===== src/rtl/bus_trig_pkg.sv =====
package bus_trig_pkg;

    localparam int ADDR_W     = 32;
    localparam int MID_W      = 4;
    localparam int MAX_STAGES = 4;
    localparam int TMO_W      = 16;
    localparam int STG_W      = $clog2(MAX_STAGES);
    localparam int CFG_DW     = ADDR_W;
    localparam int CFG_AW     = $clog2(4 * (MAX_STAGES + 1));

    // register offsets inside a stage block and of the global registers
    localparam int OFS_CTL  = 0;
    localparam int OFS_BASE = 1;
    localparam int OFS_MASK = 2;
    localparam int REG_CTRL = 0;
    localparam int REG_TMO  = 1;

    // field positions in a stage control word
    localparam int KIND_LSB  = 0;
    localparam int IDCHK_BIT = 4;
    localparam int ID_LSB    = 8;

    typedef enum logic [0:0] {
        XFER_RD = 1'b0,
        XFER_WR = 1'b1
    } xfer_kind_e;

    typedef struct packed {
        logic [1:0]        kind_mask;
        logic              id_chk;
        logic [MID_W-1:0]  id;
        logic [ADDR_W-1:0] base;
        logic [ADDR_W-1:0] mask;
    } stage_cfg_t;

    typedef struct packed {
        logic              valid;
        xfer_kind_e        kind;
        logic [ADDR_W-1:0] addr;
        logic [MID_W-1:0]  mid;
    } xfer_t;

    function automatic logic [CFG_AW-1:0] stage_reg(input int stg, input int ofs);
        return CFG_AW'(4 * (stg + 1) + ofs);
    endfunction

    function automatic logic stage_hit(input stage_cfg_t c, input xfer_t x);
        logic kind_ok, addr_ok, id_ok;
        kind_ok = c.kind_mask[x.kind];
        addr_ok = ((x.addr ^ c.base) & c.mask) == '0;
        id_ok   = !c.id_chk || (c.id == x.mid);
        return x.valid && kind_ok && addr_ok && id_ok;
    endfunction

endpackage


===== src/rtl/bt_cfg_regs.sv =====
module bt_cfg_regs
    import bus_trig_pkg::*;
(
    input  logic                   clk,
    input  logic                   rst,
    input  logic                   cfg_we,
    input  logic [CFG_AW-1:0]      cfg_addr,
    input  logic [CFG_DW-1:0]      cfg_wdata,
    output logic                   arm,
    output logic [STG_W-1:0]       last_stage,
    output logic [TMO_W-1:0]       tmo_limit,
    output stage_cfg_t [MAX_STAGES-1:0] stages
);

    logic unlocked_wr;
    assign unlocked_wr = cfg_we && !arm;

    always_ff @(posedge clk) begin
        if (rst) begin
            arm        <= 1'b0;
            last_stage <= '0;
            tmo_limit  <= '0;
        end else begin
            if (cfg_we && cfg_addr == CFG_AW'(REG_CTRL)) begin
                arm <= cfg_wdata[0];
                if (!arm) last_stage <= cfg_wdata[1 +: STG_W];
            end
            if (unlocked_wr && cfg_addr == CFG_AW'(REG_TMO))
                tmo_limit <= cfg_wdata[TMO_W-1:0];
        end
    end

    for (genvar s = 0; s < MAX_STAGES; s++) begin : g_stage
        always_ff @(posedge clk) begin
            if (rst) begin
                stages[s] <= '0;
            end else if (unlocked_wr) begin
                if (cfg_addr == stage_reg(s, OFS_CTL)) begin
                    stages[s].kind_mask <= cfg_wdata[KIND_LSB +: 2];
                    stages[s].id_chk    <= cfg_wdata[IDCHK_BIT];
                    stages[s].id        <= cfg_wdata[ID_LSB +: MID_W];
                end
                if (cfg_addr == stage_reg(s, OFS_BASE))
                    stages[s].base <= cfg_wdata[ADDR_W-1:0];
                if (cfg_addr == stage_reg(s, OFS_MASK))
                    stages[s].mask <= cfg_wdata[ADDR_W-1:0];
            end
        end
    end

    // the stage program and timeout stay frozen across a write made while armed
    p_frozen_program_r8: assert property (@(posedge clk) disable iff (rst)
        (cfg_we && arm) |=> ($stable(stages) && $stable(tmo_limit) && $stable(last_stage)));

endmodule


===== src/rtl/bt_stage_match.sv =====
module bt_stage_match
    import bus_trig_pkg::*;
(
    input  stage_cfg_t [MAX_STAGES-1:0] stages,
    input  xfer_t                       xfer,
    output logic [MAX_STAGES-1:0]       hit
);

    for (genvar s = 0; s < MAX_STAGES; s++) begin : g_cmp
        assign hit[s] = stage_hit(stages[s], xfer);
    end

    // an idle bus cycle never produces a stage hit
    always_comb begin
        if (!xfer.valid) p_idle_no_hit_r11: assert (hit == '0);
    end

endmodule


===== src/rtl/bt_seq_fsm.sv =====
module bt_seq_fsm
    import bus_trig_pkg::*;
(
    input  logic                  clk,
    input  logic                  rst,
    input  logic                  arm,
    input  logic [STG_W-1:0]      last_stage,
    input  logic [TMO_W-1:0]      tmo_limit,
    input  logic [MAX_STAGES-1:0] hit,
    input  xfer_t                 xfer,
    output logic                  fire,
    output xfer_t                 fired
);

    logic [STG_W-1:0] stage_q;
    logic [TMO_W-1:0] miss_q;
    logic [TMO_W:0]   miss_nx;
    logic             cur_hit;
    logic             expire;

    assign cur_hit = hit[stage_q];
    assign miss_nx = {1'b0, miss_q} + 1'b1;
    assign expire  = miss_nx >= {1'b0, tmo_limit};

    always_ff @(posedge clk) begin
        if (rst) begin
            stage_q <= '0;
            miss_q  <= '0;
            fire    <= 1'b0;
            fired   <= '0;
        end else begin
            fire <= 1'b0;
            if (!arm) begin
                stage_q <= '0;
                miss_q  <= '0;
            end else if (xfer.valid) begin
                if (cur_hit) begin
                    miss_q <= '0;
                    if (stage_q == last_stage) begin
                        fire    <= 1'b1;
                        fired   <= xfer;
                        stage_q <= '0;
                    end else begin
                        stage_q <= stage_q + 1'b1;
                    end
                end else if (stage_q != '0 && tmo_limit != '0) begin
                    if (expire) begin
                        stage_q <= '0;
                        miss_q  <= '0;
                    end else begin
                        miss_q <= miss_nx[TMO_W-1:0];
                    end
                end
            end
        end
    end

    // the miss counter is only live away from stage 0 and stays below the limit
    p_idle_count_zero_r7: assert property (@(posedge clk) disable iff (rst)
        (stage_q == '0) |-> (miss_q == '0));
    p_count_below_limit_r7: assert property (@(posedge clk) disable iff (rst)
        (miss_q != '0) |-> (miss_q < tmo_limit));
    // disarming always returns to stage 0
    p_disarm_clears_r9: assert property (@(posedge clk) disable iff (rst)
        !arm |=> (stage_q == '0));
    // progress never passes the programmed last stage
    p_stage_bound_r5: assert property (@(posedge clk) disable iff (rst)
        stage_q <= last_stage);
    // a pulse follows an armed, valid transfer one edge earlier
    p_pulse_cause_r10: assert property (@(posedge clk) disable iff (rst)
        $rose(fire) |-> $past(arm && xfer.valid));

endmodule


===== src/rtl/bus_trig_top.sv =====
module bus_trig_top
    import bus_trig_pkg::*;
(
    input  logic              clk,
    input  logic              rst,
    input  logic              cfg_we,
    input  logic [CFG_AW-1:0] cfg_addr,
    input  logic [CFG_DW-1:0] cfg_wdata,
    input  logic              bus_valid,
    input  logic              bus_write,
    input  logic [ADDR_W-1:0] bus_addr,
    input  logic [MID_W-1:0]  bus_mid,
    output logic              trig_pulse,
    output logic              trig_write,
    output logic [ADDR_W-1:0] trig_addr,
    output logic [MID_W-1:0]  trig_mid
);

    logic                        arm;
    logic [STG_W-1:0]            last_stage;
    logic [TMO_W-1:0]            tmo_limit;
    stage_cfg_t [MAX_STAGES-1:0] stages;
    logic [MAX_STAGES-1:0]       hit;
    xfer_t                       xfer;
    xfer_t                       fired;

    assign xfer.valid = bus_valid;
    assign xfer.kind  = xfer_kind_e'(bus_write);
    assign xfer.addr  = bus_addr;
    assign xfer.mid   = bus_mid;

    bt_cfg_regs u_cfg (
        .clk        (clk),
        .rst        (rst),
        .cfg_we     (cfg_we),
        .cfg_addr   (cfg_addr),
        .cfg_wdata  (cfg_wdata),
        .arm        (arm),
        .last_stage (last_stage),
        .tmo_limit  (tmo_limit),
        .stages     (stages)
    );

    bt_stage_match u_match (
        .stages (stages),
        .xfer   (xfer),
        .hit    (hit)
    );

    bt_seq_fsm u_seq (
        .clk        (clk),
        .rst        (rst),
        .arm        (arm),
        .last_stage (last_stage),
        .tmo_limit  (tmo_limit),
        .hit        (hit),
        .xfer       (xfer),
        .fire       (trig_pulse),
        .fired      (fired)
    );

    assign trig_write = fired.kind == XFER_WR;
    assign trig_addr  = fired.addr;
    assign trig_mid   = fired.mid;

    // a disarmed block stays silent on the following edge
    p_silent_disarmed_r9: assert property (@(posedge clk) disable iff (rst)
        (!arm) |=> !trig_pulse);

endmodule


===== config.mk =====
export PLATFORM = sky130hd
export DESIGN_NAME = bus_trig_top
export DESIGN_NICKNAME = d
export VERILOG_FILES = /design/src/rtl/bus_trig_pkg.sv /design/src/rtl/bt_cfg_regs.sv /design/src/rtl/bt_stage_match.sv /design/src/rtl/bt_seq_fsm.sv /design/src/rtl/bus_trig_top.sv
export SDC_FILE = /design/constraint.sdc
export NUM_CORES = 1
export LEC_CHECK = 0
export CORE_UTILIZATION = 50
export CTS_CLUSTER_DIAMETER = 120
export DETAILED_ROUTE_END_ITERATION = 10
export GPL_TIMING_DRIVEN = 0
export PLACE_DENSITY = 0.7
export REMOVE_ABC_BUFFERS = 1
export SYNTH_ARGS = -nofsm -noshare
export SYNTH_HDL_FRONTEND = slang
export SYNTH_SLANG_ARGS = --single-unit

===== constraint.sdc =====
create_clock -name clk -period 4 [get_ports clk]
set_clock_uncertainty 0.2 [all_clocks]
set_input_delay 0.6 -clock clk [delete_from_list [all_inputs] [get_ports clk]]
set_output_delay 0.6 -clock clk [all_outputs]
set_load 0.01 [all_outputs]

-- Yosys cells after proc, flatten, opt, wreduce, memory -nomap -nowiden
Cells that the tools add are included.
- register bits after elaboration: 359
- bits of input ports: 78
- output and inout bits: 38
- word-level logic and storage cells: 133
- add/subtract/negate cells: 2
- order comparisons: 3
- equal/unequal tests: 18
- multiplexer cells: 18
- bitwise gates (word level): 11
- reduce and logical (&&, ||, !) cells: 52
- operators by type and width (cell ; count):
    32-bit AND ; 4
    32-bit zero test ; 4
    32-bit XOR ; 4
    16-bit 2-to-1 mux ; 3
    5-bit by 4-bit == test with 1-bit output (second input constant) ; 6
    2-bit AND reduction ; 14
    16-bit by 1-bit adder with 17-bit output (second input constant) ; 1
    17-bit by 16-bit >= comparator with 1-bit output ; 1
    4-bit == test ; 4
    1-bit logical AND ; 16
    16-bit nonzero test ; 1
    5-bit by 3-bit == test with 1-bit output (second input constant) ; 3
    5-bit == test (second input constant) ; 3
    1-bit 2-to-1 mux ; 10
    2-bit 2-to-1 mux ; 4
    2-bit nonzero test ; 3
    5-bit by 1-bit == test with 1-bit output (second input constant) ; 1
    1-bit zero test ; 5
    5-bit zero test ; 1
    1-bit logical OR ; 4
    4-bit AND reduction ; 1
    4-bit OR reduction ; 1
    2-bit by 3-bit < comparator with 1-bit output (second input constant) ; 1
    1-bit inverter ; 3
    other kinds (6) ; 6

-- Logic depth before layout (Yosys ltp)
Gate-level depths: netlist of the first run.
- depth after elaboration: 9
- mapped depth: 15
- gate-level depth less buffers: 15

-- Modules after synthesis
A second synthesis of the first run with hierarchy kept.
- cell total of the unflattened synthesis: 1670
- area, all modules: 16900.0 um^2
- modules (own cells, without submodules) (module ; instances ; cells an instance ; area an instance (um^2) ; sequential area each (um^2)):
    bt_cfg_regs ; 1 ; 1069 ; 11957.7 ; 6065.8
    bt_seq_fsm ; 1 ; 365 ; 2865.2 ; 1141.1
    bt_stage_match ; 1 ; 236 ; 2077.0 ; 0.0

-- Least setup slack after synthesis of the first run
Ideal clock, no wire load.
- path kind: flip-flop to flip-flop
- from: reg u_seq.miss_q[0]
- to: reg u_seq.miss_q[3]
- setup time: 70 ps
- data arrival time: 3327 ps
- required time: 3730 ps
- path slack: 403 ps
- stages on the path, launching flop included: 16
- path buffers: 1
- clock period less this slack: 3597 ps
- cells stage by stage: dfxtp_1 > ha_1 > nand2_1 > nor4_1 > nand3_1 > or2_2 > nand2_1 > ha_1 > nand3_1 > o22ai_1 > a2111oi_0 > o211ai_1 > or2_2 > clkbuf_1 > nor2_1 > o2bb2ai_1
- word-level cells in the longest chain between the ends: 5
- ends and longest elaborated chain (element ; RTL line ; RTL):
    start: declaration ; bt_seq_fsm.sv:16 ; logic [TMO_W-1:0] miss_q;
    start signal: assignment ; bt_seq_fsm.sv:51 ; miss_q <= miss_nx[TMO_W-1:0];
    16-bit by 1-bit adder with 17-bit output * ; bt_seq_fsm.sv:22 ; assign miss_nx = {1'b0, miss_q} + 1'b1;
    17-bit by 16-bit >= comparator with 1-bit output ; bt_seq_fsm.sv:23 ; assign expire = miss_nx >= {1'b0, tmo_limit};
    16-bit 2-to-1 mux * ; bt_seq_fsm.sv:47 ; if (expire) begin
    16-bit 2-to-1 mux * ; bt_seq_fsm.sv:46 ; end else if (stage_q != '0 && tmo_limit != '0) begin
    16-bit 2-to-1 mux * ; bt_seq_fsm.sv:37 ; if (cur_hit) begin
Every way passes the cells marked *; elsewhere a longest branch is shown, timed or not. The select of a mux whose other input is x is not followed.
A chain may end at the register's enable or synchronous reset.

-- Worst setup path in the final report of the first run
- from: reg u_seq.miss_q[0]
- to: reg u_seq.miss_q[0]
Same word-level chain as after synthesis.

==> results of run 1 <==
routing by layer:
layer / track usage / wire (um) / vias up
met5: 0 / 0 / -
met4: 0.0816 / 1130 / 0
met3: 0.0416 / 3040 / 77
met2: 0.439 / 20200 / 487
met1: 0.361 / 19000 / 6234
li1: - / - / 6393
final cells by class:
type | instances | area (um^2) | share of cell area
clock buffer | 62 | 1190 | 0.0652
clock inverter | 10 | 161 | 0.00881
inverter | 23 | 86.3 | 0.00471
multi-input combinational | 1384 | 7770 | 0.424
sequential | 359 | 7190 | 0.392
tap | 396 | 495 | 0.0270
timing repair buffer | 133 | 1430 | 0.0778
through the flow:
step / std cells / setup slack (ps) / instance area, um^2 / utilization
3_5_place_dp: 2287 / -809 / 16800 / 0.549
2_1_floorplan: 1766 / -722 / 14900 / -
4_1_cts: 2362 / 66.7 / 18200 / 0.595
5_1_grt: 2367 / 12.1 / 18300 / 0.598
3_3_place_gp: 2277 / -7780 / 16600 / 0.540
6_report: 2367 / 234 / 18300 / 0.598
registers in the layout (all words and copies together) (netlist names):
| name | cells |
|---|---|
| u_cfg.stages | 284 |
| u_seq.fired | 37 |
| u_cfg.tmo_limit | 16 |
| u_seq.miss_q | 16 |
| u_cfg.last_stage | 2 |
| u_seq.stage_q | 2 |
| u_cfg.arm | 1 |
| u_seq.fire | 1 |
report_power, final:
| group | switching [uW] | total, uW | internal [uW] |
|---|---|---|---|
| combinational | 271 | 413 | 142 |
| clock | 1470 | 3780 | 2310 |
| sequential | 13.2 | 3610 | 3600 |
worst max path at each step:
stage / depth (start not counted) / endpoint / slack, ps
floorplan: 8 / u_seq.fired[0]$_SDFFE_PP0P_ / -720
global placement: 6 / u_seq.miss_q[13]$_SDFFE_PP0P_ / -7780
detailed placement: 10 / u_seq.fired[34]$_SDFFE_PP0P_ / -810
CTS: 14 / u_seq.miss_q[0]$_SDFFE_PP0P_ / 70
global route: 14 / u_seq.miss_q[0]$_SDFFE_PP0P_ / 10
finish: 14 / u_seq.miss_q[0]$_SDFFE_PP0P_ / 230
cell usage after synthesis (2+ instances only):
library cell,count
a22o_1,4
a211oi_1,11
mux2i_1,86
nor3_1,2
a21oi_1,265
a22oi_1,48
xor2_1,144
a222oi_1,4
o21ai_1,9
dfxtp_1,359
and3_1,5
clkbuf_2,16
inv_1,23
nand2_1,559
or3_1,2
o21ai_0,10
or2_2,6
nand2b_1,21
buf_2,25
buf_6,2
nor4_1,10
clkbuf_1,119
a221oi_1,4
nand3b_1,2
nor2b_1,3
a211o_1,4
o41ai_2,2
o41ai_1,2
ha_1,18
xnor2_1,6
o2bb2ai_1,4
nor2_1,102
nand4_1,12
nand3_1,20
worst min-delay path: stages, from the launching register on:
cell and delay (ps):
dfxtp_1 300, nand2_1 50, a21oi_1 50
logic make-up (layout without fill, tap and decap cells):
group,after synthesis,after routing,synth area share
compound gates,380,380,0.142
xor+xnor,150,150,0.0840
fa+ha+maj,18,18,0.0144
buf+inv,189,228,0.0516
flops,359,359,0.459
mux,86,86,0.0550
simple gates,750,750,0.194
repair_timing:
action | in CTS | in global routing
pin swaps | 1 | 2
endpoints found under the setup margin | 54 | 17
setup buffers | 3 | 4
hold endpoints to repair | 0 | 0
resized for setup | 5 | 6
==> out/results.ini, run 1 <==
[clock_tree]
htree_levels=2
clock-sinks=359
clock_latency_ps=530
cts_buffers=40
clock_path_buffers=3
cts_hold_buf=0
cts.clk_slew.worst_paths_ps=60
cts_tree=done
cts_root_buf=clkbuf_16

[worst_setup_path]
crit_required_ps=4240
r2r_start=u_seq.miss_q[0]$_SDFFE_PP0P_
rrSetupSlack_ps=230
cp-end-kind=register
crit_family=simple AND/OR/NAND/NOR gates
critPathBufInv=0
r2r-end=u_seq.miss_q[0]$_SDFFE_PP0P_
worstPathArrival_ps=4010
crit_fanout=12
worstRegToRegCells=14
start_kind=register
crit_type=register to register
crit_path_cell_trace=ha_1 > nand2_1 > nor4_4 > nand3_1 > or2_2 > nand2_1 > ha_1 > a21oi_1 > o22ai_1 > a2111oi_0 > o211ai_1 > or2_4 > or2_2 > o21ai_0
critPathMaxStageDelay_ps=380
critPathLaunch=u_seq.miss_q[0]$_SDFFE_PP0P_
slowest_stage=dfxtp_2

[routing]
routed_wl_um=43400
via_per_inst=5.57
detail-route-antenna-nets=0
route.detailed.drc=0
wl_per_cell_um=18.3
drtIter0Drc=1206
drt_pass1_iterations=6
via_count=13200

[logic_synthesis]
yosys.cell_types.count=57
syn_area_per_cell_um2=8.10
synth-seq-cells=359
synth_area_um2=15600
synth_top_area_cell=dfxtp_1
syn_inst=1932
yosys.area.top_type_share=0.459
synth_edf_count=0
synth_top_flop_cell=dfxtp_1
synthTopCellsByArea=dfxtp_1 46%, nand2_1 13%, a21oi_1 8.5%
synth_seq_area_share=0.459
postSynth.asyncResetShare=0
yosysWarnings=0

[grt]
grt_start_max_net_pins=125
grt_pass1_vias=11800
antenna_found_initial=0
grtUsageTotal=0.268
grt_pass1_wl_um=66200
globalRouteOverflowTotal=0

[floorplan]
pin_count=116
rows=64
dieArea_um2=32000
die_x_um=179
initial_core_util=0.510
die-height_um=179
core_um2=30700

[final_layout]
layout_commonest_cell=nand2_1
layout-drive-gt1-share=0.0578
final_cell_mix=555 x nand2_1, 356 x dfxtp_1, 265 x a21oi_1
area_growth_pct=17.1
fin_nets=2037
n_antenna_cell=0
fillers=2672

[placed_design]
hpwlAfterDp_um=27700
gp_congestion=0.910
io_buffers=115

[job]
drv_cap=0

[outcome]
outcome=complete, no violations

[timing]
min_period_over_period=0.941
slew_headroom=0.136
hold_viol=0
worstMarginPinSlew_ps=1290
finalMaxSlewViolations=0
hold_slack_ps=253
tns_ps=0
max_freq_mhz=266
final-setup-viol-count=0
period_minus_slack_ps=3770
rsz0062_at_grt=no

[power_and_ir_drop]
p_total_uw=7800
peakVddDrop_uv=380
pwr_density_cell_nw_per_um2=426
cellLeakagePower_uw=0.00676

[worst_hold_path]
hold_path_depth=2
hp-class=register to register
holdPathEnd=u_cfg.stages[165]$_SDFFE_PP0P_
worstHoldStart=u_cfg.stages[165]$_SDFFE_PP0P_

Note: power is estimated with default switching activity, not from simulation.
==> run 2: changes to the inputs <==
Settings changed: CORE_MARGIN set to 3, PLACE_DENSITY 0.7 to 0.73.
==> out/results.ini, run 2 (same netlist as run 1, synthesis figures left out) <==
[power_and_ir_drop]
p_int_uw=6160  ; +1.7%
pwr_density_cell_nw_per_um2=431  ; +1.3%
p_seq_frac=0.456  ; -0.007
cellLeakagePower_uw=0.00677  ; +0.24%
sw_frac_of_total=0.223  ; -0.00165
combPwrFrac=0.053  ; about the same
p_sw_uw=1760  ; +0.73%
clock_power_share=0.491  ; +0.007
peakVddDrop_uv=336  ; -12%

[timing]
hold_viol=0  ; unchanged
min_period_over_period=0.986  ; +0.0442
max_freq_mhz=254  ; -4.5%
slew_headroom=0.105  ; -0.0302
finalMaxSlewViolations=0  ; unchanged
worstMarginPinSlew_ps=1340  ; +45.3 ps
final-setup-viol-count=0  ; unchanged
period_minus_slack_ps=3940  ; +177 ps

[worst_hold_path]
hp-class=primary input to register

[routing]
drtIter0Drc=1235  ; +2.4%
detail-route-antenna-nets=0  ; unchanged
via_count=13400  ; +1.7%
wl_per_cell_um=19.0  ; +3.8%
via_per_inst=5.68  ; +2.0%
drt_pass1_iterations=5  ; -1
routed_wl_um=44900  ; +3.5%
route.detailed.drc=0  ; unchanged

[placed_design]
hpwlAfterDp_um=28500  ; +3.0%
gp_congestion=0.860  ; -5.4%
io_buffers=115  ; unchanged
placed_cells=2286  ; -0.044%

[worst_setup_path]
crit_fanout=12  ; unchanged
slowest_stage=o41ai_1
rrSetupSlack_ps=210  ; -20 ps
cp-end-kind=register
crit_path_cell_trace=clkdlybuf4s50_1 > xor2_1 > o41ai_1 > nand2_1 > nor4_1 > nand4_1 > a221oi_4 > buf_12 > buf_8 > mux2i_1 > nor2_1
crit_type=primary input to register
start_kind=primary input
worstPathArrival_ps=4130  ; +120 ps
critPathMaxStageDelay_ps=880  ; +500 ps
crit_required_ps=4190  ; -50 ps

[final_layout]
layout_commonest_cell=nand2_1
final_util=0.597  ; about the same
final_cell_count_no_fill=2360  ; -0.30%
n_antenna_cell=0  ; unchanged
largest_reg_flops=284  ; unchanged
fin_nets=2033  ; -0.20%
largest-register=u_cfg.stages
layout-drive-gt1-share=0.0565  ; -0.00132
final_cell_mix=555 x nand2_1, 359 x dfxtp_1, 265 x a21oi_1
largestRegisters=u_cfg.stages x284, u_seq.fired x37
area_growth_pct=17.3

[job]
drv_cap=0  ; unchanged

[clock_tree]
cts_buffers=39  ; -2.5%
htree_levels=2  ; unchanged
clock_path_buffers=3  ; unchanged
cts_hold_buf=0  ; unchanged
clock-sinks=359  ; unchanged
cts.clk_slew.worst_paths_ps=60  ; about the same
cts_root_buf=clkbuf_16
clock_latency_ps=540  ; about the same
cts_tree=done

[floorplan]
pin_count=116  ; unchanged
rows=64  ; unchanged
core_um2=30700  ; +0.26%
initial_core_util=0.509  ; -0.00133
die_x_um=183  ; +2.2%
die-height_um=183  ; +2.2%
dieArea_um2=33500  ; +4.5%

[outcome]
outcome=complete, no violations

[grt]
globalRouteOverflowTotal=0  ; unchanged
grt_start_max_net_pins=148  ; +18%
antenna_found_initial=0  ; unchanged
grtUsageTotal=0.261  ; -0.00667
grt_pass1_vias=12700  ; +7.3%
grt_pass1_wl_um=69700  ; +5.4%

run 2: cell count changes in the layout (fill, tap and decap cells not counted), moves of 2 or more:
cell	change
dfxtp_1	+3
buf_4	-3
clkbuf_16	-2
clkinv_2	+3
inv_6	-2
nand3_2	+2
dfxtp_2	-3
buf_6	-2
clkbuf_1	-8
clkinv_8	+3
bufinv_16	+3
run 2: area by class of cell:
class / instances / area (um^2)
repair buffers: 130 / 1430
multi-input cells: 1384 / 7760
flip-flops and latches: 359 / 7190
well taps: 396 / 495
inverters: 23 / 86.3
clock buffers: 52 / 1110
clock inverters: 16 / 289
fillers: 2687 / 12400
run 2: per-layer routing:
metal  vias to the layer above  wire [um]  global-route usage
li1                       6389          -                   -
met1                      6483      19200               0.352
met2                       465      21400               0.438
met3                        78       2980              0.0345
met4                         0       1350              0.0841
met5                         -          0                   0
run 2: per-stage QoR:
stage | instance area, um^2 | setup TNS [ps] | power [uW] | hold WS, ps | setup WS (ps)
floorplan | 14900 | -27290 | 3800 | 230 | -722
global placement | 16600 | -2288110 | 4090 | 241 | -7700
detailed placement | 16900 | -27420 | 4100 | 247 | -651
CTS | 18300 | 0 | 7960 | 214 | 26.9
global route | 18400 | -16.5 | 8140 | 234 | -12.0
finish | 18400 | 0 | 7920 | 217 | 57.4
run 2: worst paths after layout:
path	from	end	cells past startpoint
setup reg to reg	u_seq.miss_q[0]$_SDFFE_PP0P_	u_seq.miss_q[13]$_SDFFE_PP0P_	14
hold / removal	rst	u_seq.fired[32]$_SDFFE_PP0P_	2
hold reg to reg	u_cfg.stages[89]$_SDFFE_PP0P_	u_cfg.stages[89]$_SDFFE_PP0P_	2
setup / recovery	bus_mid[1]	u_seq.fired[19]$_SDFFE_PP0P_	11
run 2: critical path: cells and delay by family:
family,cells,cell delay [ps]
simple gates,4,910
mux,1,220
buf+inv,3,920
xor+xnor,1,230
compound gates,2,1250
run 2: power by group through the flow:
stage,Clock [uW],Combinational (uW),Sequential (uW)
global route,4090,441,3610
detailed placement,0,409,3690
global placement,0,398,3690
floorplan,0,118,3690
finish,3890,418,3610
CTS,3930,412,3610
run 2: timing repair:
item / in CTS / in global routing
gates resized for setup: 3 / 2
pin swaps: 1 / 2
endpoints found under the setup margin: 48 / 18
setup buffers: 2 / 4
